**src/rtl/range_ctr_pkg.sv**
```systemverilog
package range_ctr_pkg;

  // Controls shared by every counter stage.
  typedef struct packed {
    logic clear;   // force stage to zero
    logic load;    // take the stage's slice of the start value
    logic cnt_en;  // shared count enable (parallel to all stages)
  } stage_ctl_t;

endpackage

```
**src/rtl/rc_stage.sv**
```systemverilog
module rc_stage
  import range_ctr_pkg::*;
#(
  parameter int W = 4
) (
  input  logic         clk,
  input  stage_ctl_t   ctl,
  input  logic         cy_en,
  input  logic [W-1:0] load_val,
  output logic [W-1:0] q,
  output logic         cy_out
);

  logic [W-1:0] q_nx;
  logic         step;

  assign step = cy_en & ctl.cnt_en;

  always_comb begin
    q_nx = q;
    if (ctl.clear)     q_nx = '0;
    else if (ctl.load) q_nx = load_val;
    else if (step)     q_nx = q + W'(1);
  end

  always_ff @(posedge clk) begin
    q <= q_nx;
  end

  // The carry depends on the carry-enable and the all-ones state only.
  assign cy_out = cy_en & (&q);

  // without a carry-enable the stage holds unless it is loaded.
  a_r9_carry_gate: assert property (@(posedge clk) disable iff (ctl.clear)
    (!ctl.load && !cy_en) |=> $stable(q));

endmodule

```
**src/rtl/rc_control.sv**
```systemverilog
module rc_control
  import range_ctr_pkg::*;
(
  input  logic       clr_n,
  input  logic       go_n,
  input  logic       cnt_en,
  input  logic       top_reached,
  output stage_ctl_t ctl
);

  always_comb begin
    ctl.clear  = ~clr_n;
    ctl.load   = clr_n & top_reached & ~go_n;
    ctl.cnt_en = cnt_en & ~top_reached;
  end

endmodule

```
**src/rtl/halt_range_counter.sv**
```systemverilog
module halt_range_counter
  import range_ctr_pkg::*;
#(
  parameter int STAGE_W   = 4,
  parameter int N_STAGES  = 2,
  parameter int START_VAL = 63
) (
  input  logic                        clk,
  input  logic                        clr_n,
  input  logic                        go_n,
  input  logic                        cnt_en,
  output logic [STAGE_W*N_STAGES-1:0] count,
  output logic                        at_max
);

  localparam int CNT_W = STAGE_W * N_STAGES;
  localparam logic [CNT_W-1:0] START_VEC = CNT_W'(START_VAL);

  stage_ctl_t        ctl;
  logic [N_STAGES:0] cy;

  assign cy[0] = 1'b1;

  rc_control u_ctl (
    .clr_n       (clr_n),
    .go_n        (go_n),
    .cnt_en      (cnt_en),
    .top_reached (cy[N_STAGES]),
    .ctl         (ctl)
  );

  for (genvar g = 0; g < N_STAGES; g++) begin : g_stage
    rc_stage #(.W(STAGE_W)) u_stage (
      .clk      (clk),
      .ctl      (ctl),
      .cy_en    (cy[g]),
      .load_val (START_VEC[g*STAGE_W +: STAGE_W]),
      .q        (count[g*STAGE_W +: STAGE_W]),
      .cy_out   (cy[g+1])
    );
  end

  assign at_max = cy[N_STAGES];

  // a clear wins over everything else.
  a_r1_clear_zero: assert property (@(posedge clk)
    !clr_n |=> (count == '0));

  // the count stays at the top while no go request is present.
  a_r4_hold_top: assert property (@(posedge clk) disable iff (!clr_n)
    (at_max && go_n) |=> (count == {CNT_W{1'b1}}));

  // a go request at the top reloads the start value.
  a_r5_reload: assert property (@(posedge clk) disable iff (!clr_n)
    (at_max && !go_n) |=> (count == START_VEC));

  // a single step below the top when enabled.
  a_r3_step: assert property (@(posedge clk) disable iff (!clr_n)
    (!at_max && cnt_en) |=> (count == $past(count) + CNT_W'(1)));

  // with the enable low and below the top, the count holds.
  a_r8_idle_hold: assert property (@(posedge clk) disable iff (!clr_n)
    (!at_max && !cnt_en) |=> $stable(count));

  // the flag follows the register contents, enable or not.
  a_r7_flag: assert property (@(posedge clk) disable iff (!clr_n)
    at_max == (count == {CNT_W{1'b1}}));

endmodule

```
**config.mk**
```make
export PLATFORM = sky130hd
export DESIGN_NAME = halt_range_counter
export DESIGN_NICKNAME = d
export VERILOG_FILES = /design/src/rtl/range_ctr_pkg.sv /design/src/rtl/rc_stage.sv /design/src/rtl/rc_control.sv /design/src/rtl/halt_range_counter.sv
export SDC_FILE = /design/constraint.sdc
export NUM_CORES = 1
export LEC_CHECK = 0
export CORE_AREA = 2 2 39 41
export DETAILED_ROUTE_END_ITERATION = 6
export DIE_AREA = 0 0 41 43
export DONT_BUFFER_PORTS = 1
export SETUP_SLACK_MARGIN = 0.2
export SLEW_MARGIN = 20
export SYNTH_ARGS = -nofsm -noshare
export SYNTH_HDL_FRONTEND = slang
export SYNTH_HIERARCHICAL = 1
export SYNTH_SLANG_ARGS = --single-unit
```
**constraint.sdc**
```tcl
create_clock -name clk -period 2.5 [get_ports clk]
set_clock_uncertainty 0.2 [all_clocks]
set_input_delay 0.5 -clock clk [delete_from_list [all_inputs] [get_ports clk]]
set_output_delay 0.5 -clock clk [all_outputs]
set_load 0.01 [all_outputs]
```
==> results of run 1 <==
worst max-delay path by stage:
stage | start | to | depth (start not counted)
after global placement | g_stage[0].u_stage/q[1] | g_stage[0].u_stage/q[3] | 7
after detailed placement | g_stage[0].u_stage/q[1] | g_stage[0].u_stage/q[3] | 7
after CTS | g_stage[0].u_stage/q[1] | g_stage[0].u_stage/q[3] | 7
after floorplan | g_stage[0].u_stage/q[0] | g_stage[0].u_stage/q[3] | 7
final | g_stage[0].u_stage/q[1] | g_stage[0].u_stage/q[3] | 7
after global routing | g_stage[0].u_stage/q[1] | g_stage[0].u_stage/q[3] | 7
where the power goes:
part | switching (W) | internal [W]
logic | 0.0000118 | 0.00000879
clock network | 0.0000489 | 0.0000553
registers | 0.00000177 | 0.000130
critical path, cell delays in order, from the launching register on:
cell	delay [ns]
dfxtp_2	0.35
ha_1	0.19
and4_2	0.26
and4_4	0.23
nor2b_4	0.18
nand2_4	0.08
or3_1	0.34
a311oi_1	0.29
Yosys cell counts:
cell type / instances / area [um2]
and4_2: 2 / 20.0
dfxtp_1: 8 / 160
nand3_1: 6 / 30.0
and3b_1: 1 / 8.76
nor2_1: 8 / 30.0
nor2b_1: 1 / 6.26
xor2_1: 4 / 35.0
o21ai_0: 2 / 10.0
a211oi_1: 4 / 30.0
ha_1: 2 / 25.0
inv_1: 3 / 11.3
nand2_2: 2 / 12.5
conb_1: 2 / 7.51
a311oi_1: 4 / 35.0
nand2_1: 2 / 7.51
or3_1: 2 / 12.5
area by class of cell:
type	count	area, um2	share of cell area (%)
inverter	3	11.3	2.01
sequential	8	161	28.9
clock buffer	3	22.5	4.03
timing repair buffer	3	22.5	4.03
multi-input combinational	52	322	57.5
tap	16	20.0	3.58
logic make-up (layout without fill, tap and decap cells):
group	Yosys count	count (layout)
other cells	2	12
flops	8	8
simple gates	24	24
xor+xnor	4	4
buf+inv	3	9
compound gates	10	10
fa+ha+maj	2	2
repair_timing:
item	4_1_cts	5_1_grt
cloned	0	0
buffers inserted	2	0
pin swaps	0	2
endpoints found under the setup margin	2	2
endpoints found under the hold margin	0	0
resized for setup	1	3
layer usage:
metal | vias up | GRT usage, % | routed length (um)
li1 | 214 | - | -
met4 | 0 | 8.00 | 25
met2 | 12 | 19.4 | 426
met1 | 172 | 15.8 | 423
met5 | - | 0 | 0
met3 | 4 | 9.42 | 77
layout by cell type (no fill, tap or decap), drive strengths merged, types with 3 or more instances in the layout:
master | netlist | layout
a211oi | 4 | 4
a311oi | 4 | 4
buf | 0 | 3
clkbuf | 0 | 3
conb | 2 | 12
dfxtp | 8 | 8
inv | 3 | 3
nand2 | 4 | 4
nand3 | 6 | 6
nor2 | 8 | 8
xor2 | 4 | 4
metrics by stage:
| stage | total power (W) | hold WS, ns | worst slack (ns) |
|---|---|---|---|
| after floorplan | 0.000146 | 0.336 | 0.244 |
| after global placement | 0.000151 | 0.362 | 0.125 |
| after detailed placement | 0.000151 | 0.372 | 0.114 |
| after CTS | 0.000256 | 0.365 | 0.204 |
| after global routing | 0.000268 | 0.364 | 0.199 |
| final | 0.000256 | 0.340 | 0.287 |
==> results.sh, run 1 <==
export IMPL_status="finished clean"
export IMPL_initial_core_util_pct=31.9
export IMPL_synthXorXnorAreaFrac_pct=7.93
export IMPL_io_pins=13
export IMPL_crit_type="reg2reg"
export IMPL_antenna_cells=0
export IMPL_synth_seq_cells=8
export IMPL_drc=0
export IMPL_ir_drop_mv=0.314
export IMPL_min_to="g_stage[0].u_stage/q[1]"
export IMPL_grt_antenna_before_repair=0
export IMPL_cp_max_fo=4
export IMPL_yosys_warnings=6
export IMPL_path_clk_slew_ns=0.06
export IMPL_yosys_area_share_adder_pct=5.67
export IMPL_syn_avg_cell_area_um2=8.33
export IMPL_die_y_um=43
export IMPL_clockBufferDepth=2
export IMPL_htree_levels=1
export IMPL_die_area_um2=1760
export IMPL_finalNetCount=77
export IMPL_routed_wirelength_um=953
export IMPL_cts_tree="yes"
export IMPL_hold_class="reg2reg"
export IMPL_muxShareOfSynthArea_pct=0
export IMPL_critPathArrivalTime_ns=2.17
export IMPL_top_register="g_stage.u_stage/q"
export IMPL_power_density_nw_per_um2=458
export IMPL_grt_pass1_vias=361
export IMPL_cts_made_buffers=3
export IMPL_dpl_hpwl_um=667
export IMPL_layout_drive_gt1_share_pct=17.4
export IMPL_post_place_cells=80
export IMPL_tns_ns=0
export IMPL_period_minus_slack_ns=2.21
export IMPL_vias=402
export IMPL_holdCritStartpoint="g_stage[0].u_stage/q[1]"
export IMPL_ff2ff_setup_slack_ns=0.29
export IMPL_avgViaCountPerCell=4.73
export IMPL_start_kind="register"
export IMPL_synth_cell_types=16
export IMPL_area_growth_pct=26.6
export IMPL_hold_buffers=0
export IMPL_r2r_end="g_stage[0].u_stage/q[3]"
export IMPL_coreArea_um2=1380
export IMPL_synthCells=53
export IMPL_synth_area_um2=442
export IMPL_antenna_left=0
export IMPL_routabilityCongestion=0.618
export IMPL_r2r_start="g_stage[0].u_stage/q[1]"
export IMPL_setup_viol=0
export IMPL_report_final_slew_viol_count=0
export IMPL_post_route_util_pct=40.4
export IMPL_cp_end_kind="register"
export IMPL_grt_overflow_total=0
export IMPL_wl_per_cell_um=11.2
export IMPL_drtPass1Iterations=2
export IMPL_dieWidth_um=41
export IMPL_reg2regPathDepth=7
export IMPL_worstPathRequired_ns=2.46
export IMPL_min_path_cells=2
export IMPL_drtIter0Drc=7
export IMPL_grt_max_degree=9
export IMPL_design_area_um2=559
export IMPL_max_freq_mhz=452
export IMPL_dpl_instance_area_um2=509
export IMPL_grt_usage_pct=14.2
export IMPL_fin_crit_sh_pct=88.5
export IMPL_fillCellCount=148
export IMPL_grt_pass1_wl_mm=1.59
export IMPL_leakage_nw=0.234
export IMPL_synthSimpleGateAreaFrac_pct=28.9
export IMPL_num_rows=14
export IMPL_largest_register_ffs=8
export IMPL_rsz0062_at_grt="false"
export IMPL_port_buffers=0
export IMPL_top_regs="g_stage.u_stage/q x8"
export IMPL_hold_viol=0
export IMPL_root_buffer="clkbuf_4"
export IMPL_cts_sinks=8
export IMPL_synth_top_family_by_area="simple AND/OR/NAND/NOR gates"
export IMPL_post_layout_nonfiller_instances=85
export IMPL_maxCapViolCount=0
export IMPL_synth_compound_area_share_pct=17.0
export IMPL_clock_latency_ns=0.26
export IMPL_synth_seq_area_share_pct=36.3
Power figures use the tool's default switching activity.
==> run 2: changes to the inputs <==
Settings changed: BUFFER_PORTS_ARGS from default to -buffer_cell sky130_fd_sc_hd__buf_2, DONT_BUFFER_PORTS 1 to default.
==> run 2 against run 1 <==
Sequential share of layout area fell by 2.0 points. Highest routed layer is now met3. Critical endpoint is now at_max. Flip-flop and latch count is the same. Clock power barely moved. Global-route usage is 0.10 points higher.
==> results.sh, run 2 (same netlist as run 1, synthesis figures left out) <==
export IMPL_setup_viol=0
export IMPL_cts_made_buffers=3
export IMPL_routed_wirelength_mm=1.01
export IMPL_rsz0062_at_grt="true"
export IMPL_grt_usage_pct=14.3
export IMPL_routabilityCongestion=0.643
export IMPL_period_minus_slack_ns=2.23
export IMPL_drc=0
export IMPL_path_clk_slew_ns=0.06
export IMPL_leakage_nw=0.279
export IMPL_whs_ns=0.329
export IMPL_finalNetCount=87
export IMPL_max_freq_mhz=448
export IMPL_wl_per_cell_um=10.6
export IMPL_grt_pass1_vias=387
export IMPL_drtIter0Drc=3
export IMPL_largest_register_ffs=8
export IMPL_avgViaCountPerCell=4.58
export IMPL_top_register="g_stage.u_stage/q"
export IMPL_port_buffers=12
export IMPL_dpl_hpwl_um=731
export IMPL_final_cell_mix="12 x conb_1, 12 x buf_2, 8 x nor2_1, 8 x dfxtp_1, 6 x nand3_1"
export IMPL_worstPathRequired_ns=1.80
export IMPL_maxCapViolCount=0
export IMPL_die_y_um=43
export IMPL_power_density_nw_per_um2=429
export IMPL_die_area_um2=1760
export IMPL_holdCritStartpoint="g_stage[0].u_stage/q[1]"
export IMPL_grt_max_degree=9
export IMPL_io_pins=13
export IMPL_ff2ff_setup_slack_ns=0.28
export IMPL_cp_max_fo=4
export IMPL_grt_antenna_before_repair=0
export IMPL_report_final_slew_viol_count=0
export IMPL_num_rows=14
export IMPL_antenna_left=0
export IMPL_cp_end_kind="output pin"
export IMPL_cts_setup_buffers=0
export IMPL_critPathArrivalTime_ns=1.53
export IMPL_hold_class="reg2reg"
export IMPL_ir_drop_mv=0.204
export IMPL_r2r_end="g_stage[0].u_stage/q[3]"
export IMPL_clock_latency_ns=0.26
export IMPL_tns_ns=0
export IMPL_top_regs="g_stage.u_stage/q x8"
export IMPL_cts_tree="yes"
export IMPL_cts_sinks=8
export IMPL_status="finished clean"
export IMPL_grt_overflow_total=0
export IMPL_start_kind="register"
export IMPL_dieWidth_um=41
export IMPL_root_buffer="clkbuf_4"
export IMPL_r2r_start="g_stage[0].u_stage/q[0]"
export IMPL_reg2regPathDepth=7
export IMPL_vias=435
export IMPL_antenna_cells=0
export IMPL_htree_levels=1
export IMPL_layout_drive_gt1_share_pct=26.6
export IMPL_initial_core_util_pct=31.9
export IMPL_hold_viol=0
export IMPL_post_route_util_pct=43.1
export IMPL_fin_crit_sh_pct=89.3
export IMPL_drtPass1Iterations=3
export IMPL_area_growth_pct=35.1
export IMPL_min_path_cells=2
export IMPL_clockBufferDepth=2
export IMPL_min_to="g_stage[0].u_stage/q[1]"
export IMPL_coreArea_um2=1380
export IMPL_grt_pass1_wl_mm=1.65
export IMPL_crit_type="reg2out"
==> run 2: changes by cell type in the layout (fill, tap and decap cells not counted) <==
| cell | previous run | this run |
|---|---|---|
| and4_4 | 1 | 0 |
| buf_2 | 0 | 12 |
| nand2_4 | 1 | 0 |
| and4_2 | 1 | 2 |
| dfxtp_1 | 7 | 8 |
| nand2_2 | 1 | 2 |
| buf_4 | 3 | 1 |
| dfxtp_2 | 1 | 0 |
==> run 2: worst max path at each step <==
stage | startpoint | end | slack, ns | cells after the start
floorplan | g_stage[0].u_stage/q[0] | g_stage[0].u_stage/q[3] | 0.24 | 7
global placement | g_stage[0].u_stage/q[0] | g_stage[0].u_stage/q[3] | 0.26 | 7
detailed placement | g_stage[0].u_stage/q[0] | g_stage[0].u_stage/q[3] | 0.23 | 7
CTS | g_stage[0].u_stage/q[0] | g_stage[0].u_stage/q[3] | 0.22 | 7
global route | g_stage[0].u_stage/q[0] | at_max | 0.20 | 4
finish | g_stage[0].u_stage/q[0] | at_max | 0.27 | 4
==> run 2: timing repair <==
item	CTS	global route
gates resized for setup	0	1
endpoints found under the setup margin	0	3
hold buffers	0	0
==> run 2: per-layer routing <==
metal | vias up | GRT usage (%) | share of wire (%)
met5 | - | 0 | 0
met1 | 191 | 17.7 | 47
met2 | 12 | 20.6 | 46
met3 | 0 | 9.42 | 7.0
li1 | 232 | - | -
met4 | 0 | 2.00 | 0
==> run 2: metrics by stage <==
stage	power, W	setup WS (ns)	cell area, um2	cells
2_1_floorplan	0.000146	0.244	482	63
3_3_place_gp	0.000154	0.257	569	92
3_5_place_dp	0.000154	0.228	569	92
4_1_cts	0.000259	0.220	592	95
5_1_grt	0.000270	0.198	597	95
6_report	0.000256	0.268	597	95
==> run 2: report_power, final <==
part	switching (W)	internal, W	leakage, nW	total [W]
clock	0.0000486	0.0000553	0.0138	0.000104
sequential	0.00000233	0.000130	0.0647	0.000132
combinational	0.0000115	0.00000871	0.201	0.0000203
total	0.0000625	0.000194	0.279	0.000256
==> run 2: layout make-up <==
class,instances,area [um2]
clock buffer,3,22.5
tap,16,20.0
multi-input combinational,52,315
fill,144,787
timing repair buffer,13,67.6
inverter,3,11.3
sequential,8,160
==> run 2: worst max-delay path, stage by stage, from the launching register on <==
cell and delay (ns):
dfxtp_1 0.39, ha_1 0.19, and4_2 0.27, and4_2 0.28, buf_2 0.14
==> run 3: changes to the inputs <==
Settings changed: CTS_BUF_LIST from default to sky130_fd_sc_hd__clkbuf_16.
==> run 3 against run 2 <==
Sequential share of layout area fell by 2.2 points. Combinational power about the same. Critical path type is now reg2reg. Clock-buffer cell count stayed put. Clock power grew to 2.6 times the previous value. Register-to-register slack barely moved. Worst hold slack better by 0.0039 ns. Wire length grew 2.5%. First-iteration DRC count up 100%.
==> results.sh, run 3 (same netlist as run 1, synthesis figures left out) <==
export IMPL_status="finished clean"
export IMPL_grt_overflow_total=0
export IMPL_die_y_um=43
export IMPL_final_cell_mix="12 x conb_1, 12 x buf_2, 8 x nor2_1, 8 x dfxtp_1, 6 x nand3_1"
export IMPL_multi_input_area_um2=315
export IMPL_max_freq_mhz=451
export IMPL_clock_latency_ns=0.23
export IMPL_vias=443
export IMPL_maxCapViolCount=0
export IMPL_cp_max_fo=4
export IMPL_power_density_nw_per_um2=653
export IMPL_coreArea_um2=1380
export IMPL_drtIter0Drc=6
export IMPL_grt_max_degree=9
export IMPL_routabilityCongestion=0.643
export IMPL_hold_class="reg2reg"
export IMPL_start_kind="register"
export IMPL_dieWidth_um=41
export IMPL_drc=0
export IMPL_design_area_um2=649
export IMPL_port_buffers=12
export IMPL_grt_pass1_wl_mm=1.70
export IMPL_fillCellCount=138
export IMPL_num_rows=14
export IMPL_top_register="g_stage.u_stage/q"
export IMPL_io_pins=13
export IMPL_worstPathRequired_ns=2.44
export IMPL_cts_tree="yes"
export IMPL_ff_latch_area_um2=160
export IMPL_hold_buffers=0
export IMPL_whs_ns=0.333
export IMPL_dpl_hpwl_um=731
export IMPL_post_place_cells=92
export IMPL_die_area_um2=1760
export IMPL_grt_pass1_vias=396
export IMPL_drtPass1Iterations=3
export IMPL_wl_per_cell_um=10.9
export IMPL_clockBufferDepth=2
export IMPL_cts_setup_buffers=0
export IMPL_path_clk_slew_ns=0.04
export IMPL_cp_slowest_cell="or3_1"
export IMPL_report_final_slew_viol_count=0
export IMPL_crit_type="reg2reg"
export IMPL_critPathArrivalTime_ns=2.16
export IMPL_ir_drop_mv=0.361
export IMPL_root_buffer="clkbuf_16"
export IMPL_top_regs="g_stage.u_stage/q x8"
export IMPL_crit_path_cell_trace="ha_1, and4_2, and4_2, nor2b_4, nand2_2, or3_1, a311oi_1"
export IMPL_initial_core_util_pct=31.9
export IMPL_setup_viol=0
export IMPL_routed_wirelength_mm=1.04
export IMPL_period_minus_slack_ns=2.22
export IMPL_antenna_cells=0
export IMPL_cts_sinks=8
export IMPL_cpMostUsedCell="and4_2"
export IMPL_avgViaCountPerCell=4.66
export IMPL_post_layout_nonfiller_instances=95
export IMPL_htree_levels=1
export IMPL_fin_crit_sh_pct=88.7
export IMPL_finalNetCount=87
export IMPL_tns_ns=0
export IMPL_p_total_w=0.000424
export IMPL_rsz0062_at_grt="false"
export IMPL_grt_usage_pct=15.1
export IMPL_antenna_left=0
export IMPL_largest_register_ffs=8
export IMPL_cp_end_kind="register"
export IMPL_grt_antenna_before_repair=0
export IMPL_hold_viol=0
export IMPL_cts_made_buffers=3
export IMPL_leakage_nw=0.303
export IMPL_slowest_delay_ns=0.34
export IMPL_layout_drive_gt1_share_pct=26.6
export IMPL_cts_resized_gates=0
export IMPL_dpl_instance_area_um2=569
export IMPL_area_growth_pct=47.0
==> run 3: layout make-up <==
class	instances	area share [%]
clock buffers	3	11.6
inverters	3	1.73
multi-input cells	52	48.6
flip-flops and latches	8	24.7
well taps	16	3.08
repair buffers	13	10.4
==> run 3: worst paths after layout <==
kind | start | endpoint | slack [ns] | cells after the start
hold reg to reg | g_stage[0].u_stage/q[1] | g_stage[0].u_stage/q[1] | 0.33 | 2
hold / removal | g_stage[0].u_stage/q[1] | g_stage[0].u_stage/q[1] | 0.33 | 2
setup / recovery | g_stage[0].u_stage/q[0] | g_stage[0].u_stage/q[3] | 0.28 | 7
setup reg to reg | g_stage[0].u_stage/q[0] | g_stage[0].u_stage/q[3] | 0.28 | 7
==> run 3: power by group <==
| part | switching [W] | leakage, nW | total [W] | internal [W] |
|---|---|---|---|---|
| Sequential | 0.00000231 | 0.0647 | 0.000133 | 0.000130 |
| Clock | 0.0000647 | 0.0370 | 0.000271 | 0.000206 |
| Combinational | 0.0000115 | 0.201 | 0.0000202 | 0.00000872 |
==> run 3: routing by layer <==
layer | global-route usage, % | vias to the layer above | wire [um]
li1 | - | 235 | -
met1 | 17.7 | 195 | 468
met2 | 21.3 | 13 | 494
met3 | 9.42 | 0 | 73
met4 | 6.00 | 0 | 0
met5 | 0 | - | 0
==> run 3: through the flow <==
stage	setup slack (ns)	utilization [%]
final	0.281	46.9
after global routing	0.207	46.9
after CTS	0.221	46.6
after detailed placement	0.228	41.1
after global placement	0.257	41.1
after floorplan	0.244	-
==> run 3: worst max-delay path, delay by kind of cell (launching register included) <==
kind,cells,cell delay (ns)
AND/OR/NAND/NOR,5,1.12
flip-flops,1,0.33
AO/OA/AOI/OAI,1,0.24
adder cells (fa/ha/maj),1,0.22
